==> config.mk <==
export PLATFORM = sky130hd
export DESIGN_NAME = canSpiRegIf
export DESIGN_NICKNAME = d
export VERILOG_FILES = /design/src/rtl/canSpiRegPkg.sv /design/src/rtl/spiRegCtrl.sv /design/src/rtl/spiRegData.sv /design/src/rtl/canSpiRegIf.sv
export SDC_FILE = /design/constraint.sdc
export NUM_CORES = 1
export LEC_CHECK = 0
export BUFFER_PORTS_ARGS = -buffer_cell sky130_fd_sc_hd__buf_2
export CORE_MARGIN = 2
export CORE_UTILIZATION = 44
export CTS_BUF_LIST = sky130_fd_sc_hd__clkbuf_16
export DETAILED_ROUTE_END_ITERATION = 12
export PLACE_DENSITY = 0.65
export SYNTH_ARGS = -nofsm -noshare
export SYNTH_HDL_FRONTEND = slang
export SYNTH_SLANG_ARGS = --single-unit
==> constraint.sdc <==
create_clock -name clk -period 5 [get_ports clk]
set_clock_uncertainty 0.2 [all_clocks]
set_input_delay 1 -clock clk [delete_from_list [all_inputs] [get_ports clk]]
set_output_delay 1 -clock clk [all_outputs]
set_load 0.01 [all_outputs]
==> src/rtl/canSpiRegPkg.sv <==
package canSpiRegPkg;

  localparam logic [7:0] OP_RESET      = 8'h56;
  localparam logic [7:0] OP_WR_MODE    = 8'h14;
  localparam logic [7:0] OP_WR_TXCFG   = 8'h16;
  localparam logic [7:0] OP_WR_INTMASK = 8'h1C;
  localparam logic [7:0] OP_WR_TIMA    = 8'h18;
  localparam logic [7:0] OP_WR_TIMB    = 8'h1A;
  localparam logic [7:0] OP_RD_MODE    = 8'hD2;
  localparam logic [7:0] OP_RD_TXCFG   = 8'hD4;
  localparam logic [7:0] OP_RD_STAT    = 8'hE2;
  localparam logic [7:0] OP_RD_INTF    = 8'hDE;
  localparam logic [7:0] OP_RD_ERR     = 8'hDC;
  localparam logic [7:0] OP_RD_TIMA    = 8'hD6;
  localparam logic [7:0] OP_RD_TIMB    = 8'hD8;
  localparam logic [7:0] OP_RD_MSG     = 8'hDA;
  localparam logic [7:0] OP_RD_REC     = 8'hEA;
  localparam logic [7:0] OP_RD_TEC     = 8'hEC;
  localparam logic [7:0] OP_TX_FIFO    = 8'h12;
  localparam logic [7:0] OP_RX_FIFO    = 8'h48;

  localparam logic [7:0] MODE_RESET = 8'h80;
  localparam logic [7:0] STAT_RESET = 8'h82;

  typedef enum logic [2:0] {
    PH_OPCODE, PH_WRITE, PH_READ, PH_TXFIFO, PH_RXFIFO, PH_IGNORE
  } phase_e;

  // Strobes from the serial control to the register datapath
  typedef struct packed {
    logic       regWrite;
    logic       rdCommit;
    logic       masterReset;
    logic       fifoPush;
    logic       fifoPop;
    logic [7:0] opcode;
    logic [7:0] data;
    logic [7:0] snap;
  } ctlStrobe_t;

  function automatic logic isWriteOp(input logic [7:0] op);
    return op inside {OP_WR_MODE, OP_WR_TXCFG, OP_WR_INTMASK, OP_WR_TIMA, OP_WR_TIMB};
  endfunction

  function automatic logic isReadOp(input logic [7:0] op);
    return op inside {OP_RD_MODE, OP_RD_TXCFG, OP_RD_STAT, OP_RD_INTF, OP_RD_ERR,
                      OP_RD_TIMA, OP_RD_TIMB, OP_RD_MSG, OP_RD_REC, OP_RD_TEC};
  endfunction

endpackage

==> src/rtl/spiRegCtrl.sv <==
module spiRegCtrl
  import canSpiRegPkg::*;
#(
  parameter int RxFrameBytes = 14,
  parameter int TxFrameBytes = 13,
  parameter int SyncStages   = 2
) (
  input  logic       clk,
  input  logic       rstN,
  input  logic       sclk,
  input  logic       csN,
  input  logic       mosi,
  input  logic [7:0] rdValue,
  input  logic [7:0] rxData,
  output logic [7:0] lookupOp,
  output logic       miso,
  output ctlStrobe_t strobe
);

  localparam int MaxBytes = (RxFrameBytes > TxFrameBytes) ? RxFrameBytes : TxFrameBytes;
  localparam int IdxW     = $clog2(MaxBytes + 1);
  localparam logic [IdxW-1:0] RxLim = IdxW'(RxFrameBytes);
  localparam logic [IdxW-1:0] TxLim = IdxW'(TxFrameBytes);

  logic [SyncStages:0]   sclkQ;
  logic [SyncStages-1:0] csQ;
  logic [SyncStages-1:0] mosiQ;

  always_ff @(posedge clk) begin
    if (!rstN) begin
      sclkQ <= '0;
      csQ   <= '1;
      mosiQ <= '0;
    end else begin
      sclkQ <= {sclkQ[SyncStages-1:0], sclk};
      csQ   <= {csQ[SyncStages-2:0], csN};
      mosiQ <= {mosiQ[SyncStages-2:0], mosi};
    end
  end

  logic sclkRise, sclkFall, csActive, mosiBit;
  assign sclkRise = sclkQ[SyncStages-1] & ~sclkQ[SyncStages];
  assign sclkFall = ~sclkQ[SyncStages-1] & sclkQ[SyncStages];
  assign csActive = ~csQ[SyncStages-1];
  assign mosiBit  = mosiQ[SyncStages-1];

  phase_e          phase;
  logic [2:0]      bitCnt;
  logic [6:0]      inShift;
  logic [7:0]      outShift;
  logic            skipShift;
  logic [7:0]      opcodeReg;
  logic [7:0]      snapReg;
  logic [IdxW-1:0] byteIdx;
  logic [7:0]      byteIn;

  assign byteIn   = {inShift, mosiBit};
  assign lookupOp = byteIn;
  assign miso     = csActive & outShift[7];

  always_ff @(posedge clk) begin
    if (!rstN) begin
      phase     <= PH_OPCODE;
      bitCnt    <= '0;
      inShift   <= '0;
      outShift  <= '0;
      skipShift <= 1'b0;
      opcodeReg <= '0;
      snapReg   <= '0;
      byteIdx   <= '0;
      strobe    <= '0;
    end else begin
      strobe <= '0;
      if (!csActive) begin
        phase     <= PH_OPCODE;
        bitCnt    <= '0;
        outShift  <= '0;
        skipShift <= 1'b0;
        byteIdx   <= '0;
      end else if (sclkRise) begin
        inShift <= byteIn[6:0];
        bitCnt  <= bitCnt + 3'd1;
        if (bitCnt == 3'd7) begin
          skipShift <= 1'b1;
          outShift  <= 8'h00;
          phase     <= PH_IGNORE;
          case (phase)
            PH_OPCODE: begin
              opcodeReg <= byteIn;
              if (byteIn == OP_RESET) begin
                strobe.masterReset <= 1'b1;
              end else if (isWriteOp(byteIn)) begin
                phase <= PH_WRITE;
              end else if (isReadOp(byteIn)) begin
                phase    <= PH_READ;
                outShift <= rdValue;
                snapReg  <= rdValue;
              end else if (byteIn == OP_TX_FIFO) begin
                phase   <= PH_TXFIFO;
                byteIdx <= '0;
              end else if (byteIn == OP_RX_FIFO) begin
                phase          <= PH_RXFIFO;
                outShift       <= rxData;
                strobe.fifoPop <= 1'b1;
                byteIdx        <= IdxW'(1);
              end
            end
            PH_WRITE: begin
              strobe.regWrite <= 1'b1;
              strobe.opcode   <= opcodeReg;
              strobe.data     <= byteIn;
            end
            PH_READ: begin
              strobe.rdCommit <= 1'b1;
              strobe.opcode   <= opcodeReg;
              strobe.snap     <= snapReg;
            end
            PH_TXFIFO: begin
              phase <= PH_TXFIFO;
              if (byteIdx < TxLim) begin
                strobe.fifoPush <= 1'b1;
                strobe.data     <= byteIn;
                byteIdx         <= byteIdx + IdxW'(1);
              end
            end
            PH_RXFIFO: begin
              phase <= PH_RXFIFO;
              if (byteIdx < RxLim) begin
                strobe.fifoPop <= 1'b1;
                outShift       <= rxData;
                byteIdx        <= byteIdx + IdxW'(1);
              end
            end
            default: ;
          endcase
        end
      end else if (sclkFall) begin
        if (skipShift) skipShift <= 1'b0;
        else           outShift  <= {outShift[6:0], 1'b0};
      end
    end
  end

endmodule

==> src/rtl/spiRegData.sv <==
module spiRegData
  import canSpiRegPkg::*;
(
  input  logic       clk,
  input  logic       rstN,
  input  ctlStrobe_t strobe,
  input  logic [7:0] lookupOp,
  input  logic       statLoad,
  input  logic [7:0] statIn,
  input  logic [7:0] intSet,
  input  logic [7:0] errSet,
  input  logic [7:0] msgStatIn,
  input  logic [7:0] recIn,
  input  logic [7:0] tecIn,
  output logic [7:0] rdValue,
  output logic [7:0] modeReg,
  output logic [7:0] txCfgReg,
  output logic [7:0] intMaskReg,
  output logic [7:0] timAReg,
  output logic [7:0] timBReg,
  output logic       coreReset,
  output logic       txPush,
  output logic [7:0] txData,
  output logic       rxPop
);

  logic [7:0] statReg, intFlags, errFlags;
  logic [7:0] intClr, errClr;

  assign intClr = (strobe.rdCommit && strobe.opcode == OP_RD_INTF) ? strobe.snap : 8'h00;
  assign errClr = (strobe.rdCommit && strobe.opcode == OP_RD_ERR)  ? strobe.snap : 8'h00;

  always_ff @(posedge clk) begin
    if (!rstN) begin
      modeReg    <= MODE_RESET;
      txCfgReg   <= '0;
      intMaskReg <= '0;
      timAReg    <= '0;
      timBReg    <= '0;
      statReg    <= STAT_RESET;
      intFlags   <= '0;
    end else if (strobe.masterReset) begin
      modeReg    <= MODE_RESET;
      txCfgReg   <= '0;
      intMaskReg <= '0;
      timAReg    <= '0;
      timBReg    <= '0;
      statReg    <= STAT_RESET;
      intFlags   <= intSet;
    end else begin
      if (strobe.regWrite) begin
        case (strobe.opcode)
          OP_WR_MODE:    modeReg    <= strobe.data;
          OP_WR_TXCFG:   txCfgReg   <= strobe.data;
          OP_WR_INTMASK: intMaskReg <= strobe.data;
          OP_WR_TIMA:    timAReg    <= strobe.data;
          OP_WR_TIMB:    timBReg    <= strobe.data;
          default: ;
        endcase
      end
      if (statLoad) statReg <= statIn;
      intFlags <= (intFlags & ~intClr) | intSet;
    end
  end

  // Error flags survive the reset command; only rstN clears them
  always_ff @(posedge clk) begin
    if (!rstN) errFlags <= '0;
    else       errFlags <= (errFlags & ~errClr) | errSet;
  end

  always_comb begin
    case (lookupOp)
      OP_RD_MODE:  rdValue = modeReg;
      OP_RD_TXCFG: rdValue = txCfgReg;
      OP_RD_STAT:  rdValue = statReg;
      OP_RD_INTF:  rdValue = intFlags;
      OP_RD_ERR:   rdValue = errFlags;
      OP_RD_TIMA:  rdValue = timAReg;
      OP_RD_TIMB:  rdValue = timBReg;
      OP_RD_MSG:   rdValue = msgStatIn;
      OP_RD_REC:   rdValue = recIn;
      OP_RD_TEC:   rdValue = tecIn;
      default:     rdValue = 8'h00;
    endcase
  end

  assign coreReset = strobe.masterReset;
  assign txPush    = strobe.fifoPush;
  assign txData    = strobe.data;
  assign rxPop     = strobe.fifoPop;

endmodule

==> src/rtl/canSpiRegIf.sv <==
module canSpiRegIf
  import canSpiRegPkg::*;
#(
  parameter int RxFrameBytes = 14,
  parameter int TxFrameBytes = 13,
  parameter int SyncStages   = 2
) (
  input  logic       clk,
  input  logic       rstN,
  input  logic       spiSclk,
  input  logic       spiCsN,
  input  logic       spiMosi,
  output logic       spiMiso,
  input  logic       statLoad,
  input  logic [7:0] statIn,
  input  logic [7:0] intSet,
  input  logic [7:0] errSet,
  input  logic [7:0] msgStatIn,
  input  logic [7:0] recIn,
  input  logic [7:0] tecIn,
  input  logic [7:0] rxData,
  output logic [7:0] modeReg,
  output logic [7:0] txCfgReg,
  output logic [7:0] intMaskReg,
  output logic [7:0] timAReg,
  output logic [7:0] timBReg,
  output logic [2:0] ctrlMode,
  output logic       txEnable,
  output logic       coreReset,
  output logic       txPush,
  output logic [7:0] txData,
  output logic       rxPop
);

  ctlStrobe_t strobe;
  logic [7:0] lookupOp, rdValue;

  spiRegCtrl #(
    .RxFrameBytes(RxFrameBytes),
    .TxFrameBytes(TxFrameBytes),
    .SyncStages  (SyncStages)
  ) ctrl_i (
    .clk(clk), .rstN(rstN), .sclk(spiSclk), .csN(spiCsN), .mosi(spiMosi),
    .rdValue(rdValue), .rxData(rxData), .lookupOp(lookupOp),
    .miso(spiMiso), .strobe(strobe)
  );

  spiRegData data_i (
    .clk(clk), .rstN(rstN), .strobe(strobe), .lookupOp(lookupOp),
    .statLoad(statLoad), .statIn(statIn), .intSet(intSet), .errSet(errSet),
    .msgStatIn(msgStatIn), .recIn(recIn), .tecIn(tecIn), .rdValue(rdValue),
    .modeReg(modeReg), .txCfgReg(txCfgReg), .intMaskReg(intMaskReg),
    .timAReg(timAReg), .timBReg(timBReg), .coreReset(coreReset),
    .txPush(txPush), .txData(txData), .rxPop(rxPop)
  );

  assign ctrlMode = modeReg[7:5];
  assign txEnable = txCfgReg[7];

endmodule

Word-level counts from Yosys, hierarchy flattened --
Index checks and enable logic that the tools add are counted.
Storage, ports and cells: register bits 142, bits of input ports 62, logic and storage cells 162
Operators by class: add/subtract/negate cells 2, order comparisons 2, equality and inequality tests 38, muxes and demuxes 45, bitwise operators 21, reduce and logical (&&, ||, !) cells 27
Operators by type and width (number):
- 8-bit 2-to-1 mux | 14
- 8-bit equality test, second input constant | 12
- 8-bit by 5-bit equality test with 1-bit output, second input constant | 11
- 8-bit one-hot mux with 10 select lines | 1
- 8-bit one-hot mux with 2 select lines | 2
- 4-bit 2-to-1 mux | 7
- 5-bit OR reduction | 4
- 8-bit bitwise AND | 2
- 8-bit by 7-bit equality test with 1-bit output, second input constant | 2
- 8-bit NOT | 2
- 8-bit bitwise OR | 2
- 2-bit AND reduction | 8
- 1-bit 2-to-1 mux | 14
- 3-bit 2-to-1 mux | 4
- 1-bit NOT | 12
- 4-bit one-hot mux with 3 select lines | 1
- 10-bit nonzero test | 1
- 3-bit one-hot mux with 3 select lines | 1
- 9-bit AND reduction | 1
- 4-bit < comparator, second input constant | 2
- 2-bit inequality test, second input constant | 4
- 7-bit AND reduction | 1
- 3-bit by 2-bit equality test with 1-bit output, second input constant | 2
- 3-bit equality test, second input constant | 2
- 16 further kinds | 23

Logic depth before layout (Yosys ltp) --
Gate-level depths: netlist (run 1).
depth after elaboration 9, mapped depth 11, gate-level depth less buffers 8

Hierarchy --
A second synthesis (run 1) with hierarchy kept.
Unflattened totals: cells, all modules 730, area, all modules 6626.4 um^2
By module, submodules not included:
- spiRegData | times used 1, cells each 389, area each 3372.0 um^2, sequential area each 1281.2 um^2
- spiRegCtrl | times used 1, cells each 337, area each 3224.3 um^2, sequential area each 1561.5 um^2
- canSpiRegIf | times used 1, cells each 4, area each 30.0 um^2, sequential area each 0.0 um^2

Worst setup path before layout (run 1) --
OpenSTA, ideal clock, no wires.
path type input to register, from input recIn[2], to register ctrl_i.outShift[2], library setup time 0.120 ns, data arrival time 2.164 ns, required time 4.680 ns, setup slack 2.516 ns, stages 6, buffers on the path 0, path through mux2_2 -> a22o_1 -> a222oi_1 -> o311a_1 -> nor3_1 -> a211o_1
On the way: word-level cells in the longest chain between the ends 7
Ends and longest elaborated chain:
- start, declared | RTL line canSpiRegIf.sv:19 | input logic [7:0] recIn,
- 8-bit one-hot mux with 10 select lines | RTL line spiRegData.sv:73 | case (lookupOp)
- 8-bit 2-to-1 mux | RTL line spiRegCtrl.sv:94 | end else if (isReadOp(byteIn)) begin
- 8-bit 2-to-1 mux | RTL line spiRegCtrl.sv:92 | end else if (isWriteOp(byteIn)) begin
- 8-bit 2-to-1 mux | RTL line spiRegCtrl.sv:90 | if (byteIn == OP_RESET) begin
- 8-bit one-hot mux with 2 select lines | RTL line spiRegCtrl.sv:87 | case (phase)
- 8-bit 2-to-1 mux | RTL line spiRegCtrl.sv:83 | if (bitCnt == 3'd7) begin
- 8-bit 2-to-1 mux | RTL line spiRegCtrl.sv:80 | end else if (sclkRise) begin
- end signal, assigned | RTL line spiRegCtrl.sv:96 | outShift <= rdValue;
- end signal, assigned | RTL line spiRegCtrl.sv:103 | outShift <= rxData;
- end signal, assigned | RTL line spiRegCtrl.sv:130 | outShift <= rxData;
- end, declared | RTL line spiRegCtrl.sv:50 | logic [7:0] outShift;
Every way passes these cells. The select of a mux whose other input is x is not followed. A chain may end at the register's enable or synchronous reset.

Worst setup path in the final report (run 1) --
from register ctrl_i.inShift[2], to register ctrl_i.byteIdx[3]
On the way: word-level cells in the longest chain between the ends 6
Ends and longest elaborated chain:
- start, declared | RTL line spiRegCtrl.sv:49 | logic [6:0] inShift;
- start signal, assigned | RTL line spiRegCtrl.sv:81 | inShift <= byteIn[6:0];
- 8-bit by 5-bit equality test with 1-bit output | RTL line spiRegCtrl.sv:98 | end else if (byteIn == OP_TX_FIFO) begin
- 4-bit 2-to-1 mux | RTL line spiRegCtrl.sv:98
- 4-bit 2-to-1 mux | RTL line spiRegCtrl.sv:94
- 4-bit 2-to-1 mux | RTL line spiRegCtrl.sv:92
- 4-bit 2-to-1 mux | RTL line spiRegCtrl.sv:90
- 4-bit one-hot mux with 3 select lines | RTL line spiRegCtrl.sv:87
- end signal, assigned | RTL line spiRegCtrl.sv:105 | byteIdx <= IdxW'(1);
- end signal, assigned | RTL line spiRegCtrl.sv:123 | byteIdx <= byteIdx + IdxW'(1);
- end signal, assigned | RTL line spiRegCtrl.sv:131 | byteIdx <= byteIdx + IdxW'(1);
- end, declared | RTL line spiRegCtrl.sv:54 | logic [IdxW-1:0] byteIdx;
Parallel ways exist; a longest one is shown, timed or not. The select of a mux whose other input is x is not followed.

==> results.py, run 1 <==
metrics = {
    "timing": {
        "final_hold_viol_count": 0,
        "setup_ws_ns": 1.86,
        "period_needed_ns": 3.14,
        "fmax_mhz": 319,
        "final.setup.tns_ns": 0,
        "setup_violations": 0,
        "worst_pin_slew_ns": 1.30,
        "max_slew_margin_pct": 13.2,
        "post-route-period-util_pct": 62.7,
        "report.final.slew_viol_count": 0,
        "rsz0062_at_grt": "false",
        "hold_ws_ns": 0.205,
    },
    "setup_path": {
        "cp-end-kind": "flop",
        "startpoint": "ctrl_i.inShift[2]$_SDFFE_PN0P_",
        "required_ns": 5.15,
        "crit_arrival_ns": 3.28,
        "worstSetupPathType": "reg -> reg",
        "cp_max_fo": 15,
        "start_kind": "flop",
        "r2r-start": "ctrl_i.inShift[2]$_SDFFE_PN0P_",
    },
    "worst_hold_path": {
        "hp-start": "ctrl_i.csQ[0]$_SDFF_PN1_",
        "hp-class": "reg -> reg",
    },
    "final_layout": {
        "area_delta_synth_final_pct": 18.2,
        "finish.net_count": 858,
        "largest_register_ffs": 29,
        "diodes": 0,
        "drive_gt1_share_pct": 20.4,
        "largest_register": "ctrl_i.strobe",
        "fin_area_sq_um": 7370,
        "num-fill-cells": 1265,
    },
    "global_routing": {
        "grt_pass1_vias": 5086,
        "grt_pass1_wl_um": 26600,
        "grt_overflow_total": 0,
        "grt_max_degree": 46,
        "track_usage_pct": 23.3,
        "antenna_found_initial": 0,
    },
    "synth": {
        "yosys.area.top_type": "dfxtp_1",
        "avgSynthCellArea_sq_um": 9.00,
        "synth_edf_count": 0,
        "synth_area_leaders": "dfxtp_1, mux2i_1, nor2_1, nand2_1, and2_1",
        "synth.top_cell.area_share_pct": 45.6,
        "yosys_warnings": 0,
        "synth_seq_cells": 142,
        "syn_inst": 693,
        "synth_flop_cell": "dfxtp_1",
        "yosysSeqAreaShare_pct": 45.6,
        "synth_common_cells": "dfxtp_1, nor2_1, nand2_1, mux2i_1, a21oi_1",
        "synth.distinct_cells": 63,
        "async_flop_share_pct": 0,
        "synth_area_sq_um": 6240,
        "yosysMostFrequentCell": "dfxtp_1",
        "synth_nets": 761,
    },
    "cts": {
        "cts_hold_buf": 0,
        "cts_buffers": 17,
        "cts_tree": "done",
        "cts_sinks": 142,
        "cts_setup_buffers": 0,
        "cts_resized": 0,
        "clkTransAtPathRegs_ns": 0.05,
        "htree_levels": 4,
        "clock_path_buffers": 2,
        "cts_root_buf": "clkbuf_16",
        "clock_latency_ns": 0.43,
    },
    "detailed_routing": {
        "vias": 5484,
        "postRouteAntennaNets": 0,
        "wl_um": 17400,
        "wl_per_cell_um": 17.7,
        "dr.first_iter.drc_count": 469,
        "post_drt_via_cell_ratio": 5.58,
        "firstDrtPassIters": 6,
        "drc": 0,
    },
    "place": {
        "pre_cts_ws_ns": 1.80,
        "gp_congestion": 0.913,
        "post-dp-hpwl_um": 12700,
        "placed_cell_area_sq_um": 6830,
        "port_buffers": 117,
    },
    "flow_run": {
        "maxCapViolCount": 0,
    },
    "die": {
        "start_util_pct": 44.9,
        "core_sq_um": 13900,
        "fp.dieH_um": 123,
        "fp-row-count": 43,
        "dieWidth_um": 123,
        "dieArea_sq_um": 15100,
        "ios": 118,
    },
    "pwr": {
        "power.total_mw": 2.40,
        "seqPwrFrac_pct": 48.3,
        "p_sw_uw": 504,
        "cellInternalPower_mw": 1.89,
        "power.share.clock_pct": 48.5,
        "switching_share_pct": 21.0,
        "p_per_area_nw_per_um2": 326,
        "power_leakage_nw": 2.99,
        "combPwrFrac_pct": 3.2,
        "ir_worst_vdd_mv": 0.184,
    },
    "status": {
        "outcome": "completed",
    },
}
## critical path, cell delays in order, from the launching register on
cell and delay, ns:
dfxtp_1 0.67, buf_4 0.33, nor2b_1 0.57, and4_1 0.43, o311ai_2 0.17, or4_1 0.54, a21oi_1 0.14
## power by group through the flow
stage | logic [mW] | registers (mW) | clock network (mW)
2_1_floorplan | 0.0403 | 1.18 | 0
3_3_place_gp | 0.0736 | 1.18 | 0
3_5_place_dp | 0.0758 | 1.18 | 0
4_1_cts | 0.0763 | 1.16 | 1.18
5_1_grt | 0.0844 | 1.16 | 1.23
6_report | 0.0766 | 1.16 | 1.16
## kinds of logic after synthesis
group,Yosys count,synth area share [%]
AND/OR/NAND/NOR,284,22.4
flip-flops,142,45.6
AO/OA/AOI/OAI,134,14.7
multiplexers,65,10.6
buffers and inverters,59,5.06
adder cells (fa/ha/maj),6,1.20
XOR/XNOR,3,0.421
## layout make-up
| type | instances | area [sq um] | area share, % |
|---|---|---|---|
| Sequential cell | 142 | 2840 | 38.6 |
| Tap cell | 180 | 225 | 3.06 |
| Timing Repair Buffer | 123 | 631 | 8.56 |
| Clock buffer | 17 | 425 | 5.77 |
| Inverter | 14 | 52.6 | 0.713 |
| Clock inverter | 14 | 114 | 1.55 |
| Multi-Input combinational cell | 492 | 3080 | 41.8 |
## layer usage
layer / track usage (%) / vias up / routed length [um]
li1: - / 2636 / -
met1: 30.9 / 2626 / 7710
met2: 36.4 / 191 / 8160
met3: 5.81 / 31 / 1120
met4: 9.80 / 0 / 405
met5: 0 / - / 0
## through the flow
step | instances | utilization (%)
3_5_place_dp | 951 | 49.2
6_report | 982 | 53.1
5_1_grt | 982 | 53.1
2_1_floorplan | 693 | -
4_1_cts | 982 | 53.1
3_3_place_gp | 951 | 49.2
## cell usage in the layout, fill, tap and decap left out, types with 5 or more instances in the layout
master     netlist  routed
a211oi_1         7       7
a21oi_1         39      39
a22o_1           7       7
a22oi_1         12      12
a31oi_1         10      10
and2_1          32      32
and3_1           9       9
and3b_1          5       5
buf_2            6     117
buf_4           17       6
clkbuf_16        0      17
dfxtp_1        142     142
ha_1             6       6
inv_1           13      18
mux2_2           7       7
mux2i_1         58      58
nand2_1         66      66
nand2b_1         7       7
nand3_1          8       8
nand4_1          5       5
nor2_1         101     101
nor2b_1         12      12
nor3_1          10      10
nor3b_1          6       6
o21ai_0         14      14
o22ai_1          6       6
or3_1            5       5
## worst paths after layout
kind / endpoint / slack, ns / cells past startpoint
setup / recovery: ctrl_i.byteIdx[3]$_SDFFE_PP0P_ / 1.86 / 6
setup reg to reg: ctrl_i.byteIdx[3]$_SDFFE_PP0P_ / 1.86 / 6
hold / removal: ctrl_i.csQ[1]$_SDFF_PN1_ / 0.20 / 1
hold reg to reg: ctrl_i.csQ[1]$_SDFF_PN1_ / 0.20 / 1
(Power assumes the default switching activity.)
==> run 2: changes to the inputs <==
--- a/config.mk
+++ b/config.mk
@@ -5,6 +5,7 @@
 export SDC_FILE = /design/constraint.sdc
 export NUM_CORES = 1
 export LEC_CHECK = 0
+export ABC_AREA = 1
 export BUFFER_PORTS_ARGS = -buffer_cell sky130_fd_sc_hd__buf_2
 export CORE_MARGIN = 2
 export CORE_UTILIZATION = 44
==> constraint.sdc (replaced) <==
create_clock -name clk -period 3.05 [get_ports clk]
set_clock_uncertainty 0.2 [all_clocks]
set_input_delay 0.61 -clock clk [delete_from_list [all_inputs] [get_ports clk]]
set_output_delay 0.61 -clock clk [all_outputs]
set_load 0.01 [all_outputs]
==> run 2 against run 1 <==
Compared with the run above: power increased by 75%; combinational power increased by 83%; global-route usage increased by 0.66 points; area after synthesis increased by 1.4%; via count increased by 8.0%; setup slack got worse by 1.1 ns; register-to-register slack got worse by 1.1 ns; sequential share of layout area decreased by 1.2 points; final cell count increased by 20%; clock power increased by 85%; critical path type unchanged; critical endpoint is now ctrl_i.outShift[4]$_SDFFE_PP0P_; highest routed layer unchanged.
==> results.py, run 2 <==
metrics = {
    "die": {
        "fp-row-count": 43,
        "dieWidth_um": 124,
        "start_util_pct": 45.2,
        "fp.dieH_um": 124,
        "ios": 118,
        "core_sq_um": 14000,
        "dieArea_sq_um": 15400,
    },
    "cts": {
        "clkTransAtPathRegs_ns": 0.06,
        "cts_buffers": 17,
        "cts_sinks": 142,
        "cts_hold_buf": 0,
        "htree_levels": 4,
        "clock_path_buffers": 2,
        "cts_tree": "done",
        "clock_latency_ns": 0.43,
        "cts_resized": 0,
        "cts_setup_buffers": 0,
        "cts_root_buf": "clkbuf_16",
    },
    "synth": {
        "synth_nets": 949,
        "yosys.area.top_type": "dfxtp_1",
        "synth_seq_cells": 142,
        "synth_area_sq_um": 6330,
        "syn_inst": 881,
        "yosysSeqAreaShare_pct": 44.9,
        "avgSynthCellArea_sq_um": 7.18,
        "synth.top_cell.area_share_pct": 44.9,
        "yosysMostFrequentCell": "nand2_1",
        "synth_flop_cell": "dfxtp_1",
        "yosys_warnings": 0,
        "async_flop_share_pct": 0,
        "synth_common_cells": "nand2_1, dfxtp_1, nor2_1, inv_1, a21oi_1",
        "synth_edf_count": 0,
        "synth_area_leaders": "dfxtp_1, nand2_1, a21oi_1, nor2_1, nand3_1",
        "synth.distinct_cells": 37,
    },
    "worst_hold_path": {
        "hp-class": "in -> reg",
        "hp-start": "spiSclk",
    },
    "detailed_routing": {
        "drc": 0,
        "top_layer": "met4",
        "wl_um": 17900,
        "vias": 5924,
        "firstDrtPassIters": 5,
        "dr.first_iter.drc_count": 526,
        "dr_wl_met3_um": 1050,
        "postRouteAntennaNets": 0,
        "wl_met2_um": 8180,
        "drt-met1-wl_um": 8370,
        "post_drt_via_cell_ratio": 5.02,
        "wl_per_cell_um": 15.2,
    },
    "global_routing": {
        "grt_pass1_wl_um": 28000,
        "track_usage_pct": 24.0,
        "grt_max_degree": 42,
        "grt_pass1_vias": 5476,
        "antenna_found_initial": 0,
        "grt_overflow_total": 0,
    },
    "setup_path": {
        "cp-end-kind": "flop",
        "required_ns": 3.20,
        "start_kind": "flop",
        "r2r-start": "ctrl_i.inShift[5]$_SDFFE_PN0P_",
        "worstSetupPathType": "reg -> reg",
        "crit_arrival_ns": 2.41,
        "startpoint": "ctrl_i.inShift[5]$_SDFFE_PN0P_",
        "cp_max_fo": 33,
    },
    "final_layout": {
        "largest_register": "ctrl_i.strobe",
        "layout_commonest_cell": "nand2_1",
        "num-fill-cells": 1356,
        "layout_common_cells": "nand2_1, dfxtp_1, buf_2, nor2_1, inv_1",
        "finish.net_count": 1054,
        "largest_register_ffs": 29,
        "drive_gt1_share_pct": 19.3,
        "diodes": 0,
        "area_delta_synth_final_pct": 20.2,
    },
    "pwr": {
        "p_sw_uw": 949,
        "power.share.clock_pct": 51.2,
        "cellInternalPower_mw": 3.24,
        "power.total_mw": 4.19,
        "combPwrFrac_pct": 3.3,
        "power_leakage_nw": 3.55,
        "ir_worst_vdd_mv": 0.404,
        "p_per_area_nw_per_um2": 551,
        "seqPwrFrac_pct": 45.4,
        "switching_share_pct": 22.6,
    },
    "status": {
        "outcome": "completed",
    },
    "timing": {
        "fmax_mhz": 443,
        "final.setup.tns_ns": 0,
        "rsz0062_at_grt": "false",
        "report.final.slew_viol_count": 0,
        "max_slew_margin_pct": 58.9,
        "final_hold_viol_count": 0,
        "worst_pin_slew_ns": 0.616,
        "post-route-period-util_pct": 74.0,
        "setup_violations": 0,
        "period_needed_ns": 2.26,
    },
    "place": {
        "port_buffers": 117,
        "gp_congestion": 0.887,
        "post-dp-hpwl_um": 13500,
    },
    "flow_run": {
        "maxCapViolCount": 0,
    },
}
-- run 2: changes by cell type after synthesis, moves of 12 or more --
cell	change
nand2_1	+91
inv_1	+87
nand3_1	+70
o21ai_0	+63
mux2i_1	-58
a21oi_1	+53
and2_1	-30
a22oi_1	-12
nor2b_1	-12
-- run 2: power groups by stage --
| stage | sequential (mW) | combinational, mW | clock, mW |
|---|---|---|---|
| final | 1.90 | 0.140 | 2.15 |
| after detailed placement | 1.94 | 0.140 | 0 |
| after global routing | 1.90 | 0.159 | 2.26 |
| after CTS | 1.90 | 0.140 | 2.18 |
| after global placement | 1.94 | 0.139 | 0 |
| after floorplan | 1.94 | 0.0776 | 0 |
-- run 2: metrics by stage --
stage / cells / hold WS (ns) / instance area [sq um] / worst slack, ns / utilization (%)
2_1_floorplan: 881 / 0.190 / 6330 / 1.03 / -
3_3_place_gp: 1147 / 0.196 / 6990 / 0.839 / 50.0
3_5_place_dp: 1147 / 0.197 / 6990 / 0.790 / 50.0
4_1_cts: 1179 / 0.154 / 7600 / 0.811 / 54.4
5_1_grt: 1179 / 0.166 / 7600 / 0.528 / 54.4
6_report: 1179 / 0.165 / 7600 / 0.792 / 54.4
-- run 2: path summary, 6_finish.rpt --
path / slack, ns / depth (start not counted) / to
min reg2reg: 0.21 / 2 / ctrl_i.mosiQ[1]$_SDFF_PN0_
max: 0.79 / 11 / ctrl_i.outShift[4]$_SDFFE_PP0P_
max reg2reg: 0.79 / 11 / ctrl_i.outShift[4]$_SDFFE_PP0P_
min: 0.16 / 3 / ctrl_i.sclkQ[0]$_SDFF_PN0_
-- run 2: final cells by class --
| type | count | area, sq um | share of cell area (%) |
|---|---|---|---|
| repair buffers | 130 | 683 | 8.98 |
| well taps | 180 | 225 | 2.96 |
| inverters | 106 | 398 | 5.23 |
| clock buffers | 17 | 425 | 5.59 |
| multi-input cells | 589 | 2850 | 37.4 |
| flip-flops and latches | 142 | 2840 | 37.4 |
| clock inverters | 15 | 185 | 2.44 |
-- run 2: cell families after synthesis --
| family | share of synthesized area, % |
|---|---|
| AO/OA/AOI/OAI | 16.4 |
| XOR/XNOR | 0.277 |
| adder cells (fa/ha/maj) | 1.19 |
| buffers and inverters | 10.1 |
| flip-flops | 44.9 |
| multiplexers | 0.178 |
| AND/OR/NAND/NOR | 26.9 |
-- run 2: routing by layer --
metal | vias up | track usage (%)
li1 | 3065 | -
met1 | 2649 | 31.7
met2 | 189 | 39.3
met3 | 21 | 5.36
met4 | 0 | 7.30
met5 | - | 0
-- run 2: critical path: stages, from the launching register on --
cell,delay (ns)
dfxtp_1,0.44
nand2_1,0.18
nor2_4,0.21
buf_4,0.34
nand2_1,0.13
nor2_1,0.15
nor2_1,0.07
nand3_1,0.16
nand2_1,0.08
nand2_1,0.06
nand2_1,0.04
a21oi_1,0.12
==> run 3: changes to the inputs <==
--- a/config.mk
+++ b/config.mk
@@ -5,13 +5,13 @@
 export SDC_FILE = /design/constraint.sdc
 export NUM_CORES = 1
 export LEC_CHECK = 0
-export ABC_AREA = 1
+export ABC_AREA = 0
 export BUFFER_PORTS_ARGS = -buffer_cell sky130_fd_sc_hd__buf_2
 export CORE_MARGIN = 2
 export CORE_UTILIZATION = 44
 export CTS_BUF_LIST = sky130_fd_sc_hd__clkbuf_16
 export DETAILED_ROUTE_END_ITERATION = 12
-export PLACE_DENSITY = 0.65
+export PLACE_DENSITY = 0.67
 export SYNTH_ARGS = -nofsm -noshare
 export SYNTH_HDL_FRONTEND = slang
 export SYNTH_SLANG_ARGS = --single-unit
==> constraint.sdc (replaced) <==
create_clock -name clk -period 1.9 [get_ports clk]
set_clock_uncertainty 0.2 [all_clocks]
set_input_delay 0.38 -clock clk [delete_from_list [all_inputs] [get_ports clk]]
set_output_delay 0.38 -clock clk [all_outputs]
set_load 0.01 [all_outputs]
==> run 3 against run 2 <==
Compared with the run above: the run now ends with setup timing left; critical path depth fell by 4; power rose by 60%; fmax grew 5.7%; first-iteration DRC count is 26% lower; sequential share of layout area down 6.0 points; global-route usage grew 2.5 points; sequential power rose by 60%; final area up 21%; sequential cell count unchanged; worst hold slack worse by 0.14 ns; via count is 3.4% higher; largest cell class unchanged.
==> results.py, run 3 (synthesis gave the netlist of run 1 again) <==
metrics = {
    "die": {
        "core_sq_um": 13900,
        "dieArea_sq_um": 15100,
        "ios": 118,
        "dieWidth_um": 123,
        "fp-row-count": 43,
        "fp.dieH_um": 123,
        "start_util_pct": 44.9,
    },
    "setup_path": {
        "start_kind": "flop",
        "crit_arrival_ns": 2.24,
        "cp_max_fo": 7,
        "max_stage_delay_ns": 0.40,
        "cp_slowest_cell": "dfxtp_4",
        "cpLargestDelayFamily": "compound AO/OA/AOI/OAI gates",
        "required_ns": 2.00,
        "cp-end-kind": "flop",
        "path_cells": "and4b_2 > buf_6 > and2_4 > a222oi_1 > o311a_1 > nor3_1 > a211o_1",
        "worstSetupPathType": "reg -> reg",
        "timing.critical_path.buf_inv": 1,
    },
    "timing": {
        "setup_ws_ns": -0.237,
        "rsz0062_at_grt": "true",
        "max_slew_margin_pct": 70.6,
        "hold_ws_ns": 0.0224,
        "period_needed_ns": 2.14,
        "fmax_mhz": 468,
        "setup_violations": 18,
        "final_hold_viol_count": 0,
        "report.final.slew_viol_count": 0,
        "final.setup.tns_ns": -3.24,
        "post-route-period-util_pct": 112,
        "worst_pin_slew_ns": 0.441,
    },
    "cts": {
        "cts_buffers": 17,
        "clock_path_buffers": 2,
        "htree_levels": 4,
        "clock_latency_ns": 0.42,
        "cts_tree": "done",
        "cts_sinks": 142,
        "clkTransAtPathRegs_ns": 0.06,
        "cts_root_buf": "clkbuf_16",
    },
    "status": {
        "violations": "setup timing",
        "outcome": "complete, but fails checks",
    },
    "final_layout": {
        "finish.net_count": 1007,
        "largest_register_ffs": 29,
        "area_delta_synth_final_pct": 47.1,
        "largest_register": "ctrl_i.strobe",
        "layout_commonest_cell": "dfxtp_1",
        "diodes": 0,
        "drive_gt1_share_pct": 39.9,
        "layout_common_cells": "dfxtp_1, buf_2, buf_4, nor2_1, nand2_1",
    },
    "pwr": {
        "ir_worst_vdd_mv": 0.617,
        "p_per_area_nw_per_um2": 731,
        "power_leakage_nw": 3.87,
    },
    "place": {
        "post-dp-hpwl_um": 14900,
        "pre_cts_ws_ns": -0.394,
        "gp_congestion": 0.988,
        "port_buffers": 117,
    },
    "global_routing": {
        "antenna_found_initial": 0,
        "grt_max_degree": 46,
        "grt_use_met2_pct": 41.6,
        "gr-usage-met3_pct": 6.09,
        "track_usage_pct": 26.5,
        "grt_util_met1_pct": 35.9,
        "grt_pass1_vias": 5739,
        "grt_overflow_total": 0,
        "grt_pass1_wl_um": 30200,
        "grt-busiest-layer": "met2",
    },
    "detailed_routing": {
        "wl_per_cell_um": 18.0,
        "wl_um": 20400,
        "post_drt_via_cell_ratio": 5.41,
        "postRouteAntennaNets": 0,
        "firstDrtPassIters": 5,
        "dr.first_iter.drc_count": 391,
        "drc": 0,
        "vias": 6128,
    },
    "worst_hold_path": {
        "hp-class": "in -> reg",
    },
    "flow_run": {
        "maxCapViolCount": 0,
    },
}
[run 3: cell count changes in the layout (fill, tap and decap cells not counted), sizes merged, moves of 14 or more]
| cell | previous run | this run |
|---|---|---|
| a21oi | 94 | 39 |
| and2 | 2 | 34 |
| buf | 130 | 245 |
| dlygate4sd3 | 0 | 27 |
| inv | 110 | 16 |
| mux2i | 0 | 58 |
| nand2 | 164 | 66 |
| nand3 | 78 | 8 |
| nor2 | 116 | 102 |
| o21ai | 86 | 14 |
[run 3: metrics by stage]
| stage | power (mW) | utilization (%) | area (sq um) | cells |
|---|---|---|---|---|
| floorplan | 3.21 | - | 6440 | 693 |
| detailed placement | 3.35 | 55.6 | 7720 | 1047 |
| global placement | 3.35 | 55.6 | 7720 | 1047 |
| CTS | 6.73 | 63.0 | 8750 | 1112 |
| global route | 6.91 | 66.1 | 9170 | 1132 |
| finish | 6.71 | 66.1 | 9170 | 1132 |
[run 3: final timing paths]
path	to	start	slack [ns]	cells after the start
worst max-delay path	ctrl_i.outShift[2]$_SDFFE_PP0P_	ctrl_i.inShift[4]$_SDFFE_PN0P_	-0.24	7
worst min register to register	ctrl_i.csQ[1]$_SDFF_PN1_	ctrl_i.csQ[0]$_SDFF_PN1_	0.21	1
worst max register to register	ctrl_i.outShift[2]$_SDFFE_PP0P_	ctrl_i.inShift[4]$_SDFFE_PN0P_	-0.24	7
worst min-delay path	data_i.statReg[4]$_SDFFE_PP0P_	statIn[4]	0.02	3
[run 3: area by class of cell]
| cell class | count | area [sq um] |
|---|---|---|
| clock inverter | 15 | 170 |
| timing repair buffer | 272 | 1880 |
| tap | 180 | 225 |
| multi-input combinational | 492 | 3550 |
| fill | 1139 | 4710 |
| clock buffer | 17 | 425 |
| sequential | 142 | 2880 |
| inverter | 14 | 52.6 |
[run 3: worst register-to-register path, delay by kind of cell (launching register included)]
kind	cells	cell delay (ns)
AOI/OAI and AO/OA	3	0.80
buffers and inverters	1	0.14
DFF	1	0.40
and+or+nand+nor	3	0.48
[run 3: layer usage]
metal	vias to the layer above	share of wire [%]
met1	2943	45
met5	-	0
li1	2931	-
met4	0	2.8
met3	36	5.9
met2	218	47
[run 3: repair_timing]
item	in CTS	in global routing
buffers inserted	6	20
gates resized for setup	35	66
hold endpoints to repair	26	1
pin swaps	8	29
hold buffers	26	1
cloned	1	0
setup endpoints to repair	40	56
[run 3: power by group]
part	switching [mW]	leakage, nW	total, mW	internal, mW
combinational	0.137	2.42	0.294	0.157
sequential	0.0325	1.16	3.04	3.01
clock	1.31	0.288	3.37	2.06
total	1.48	3.87	6.71	5.22
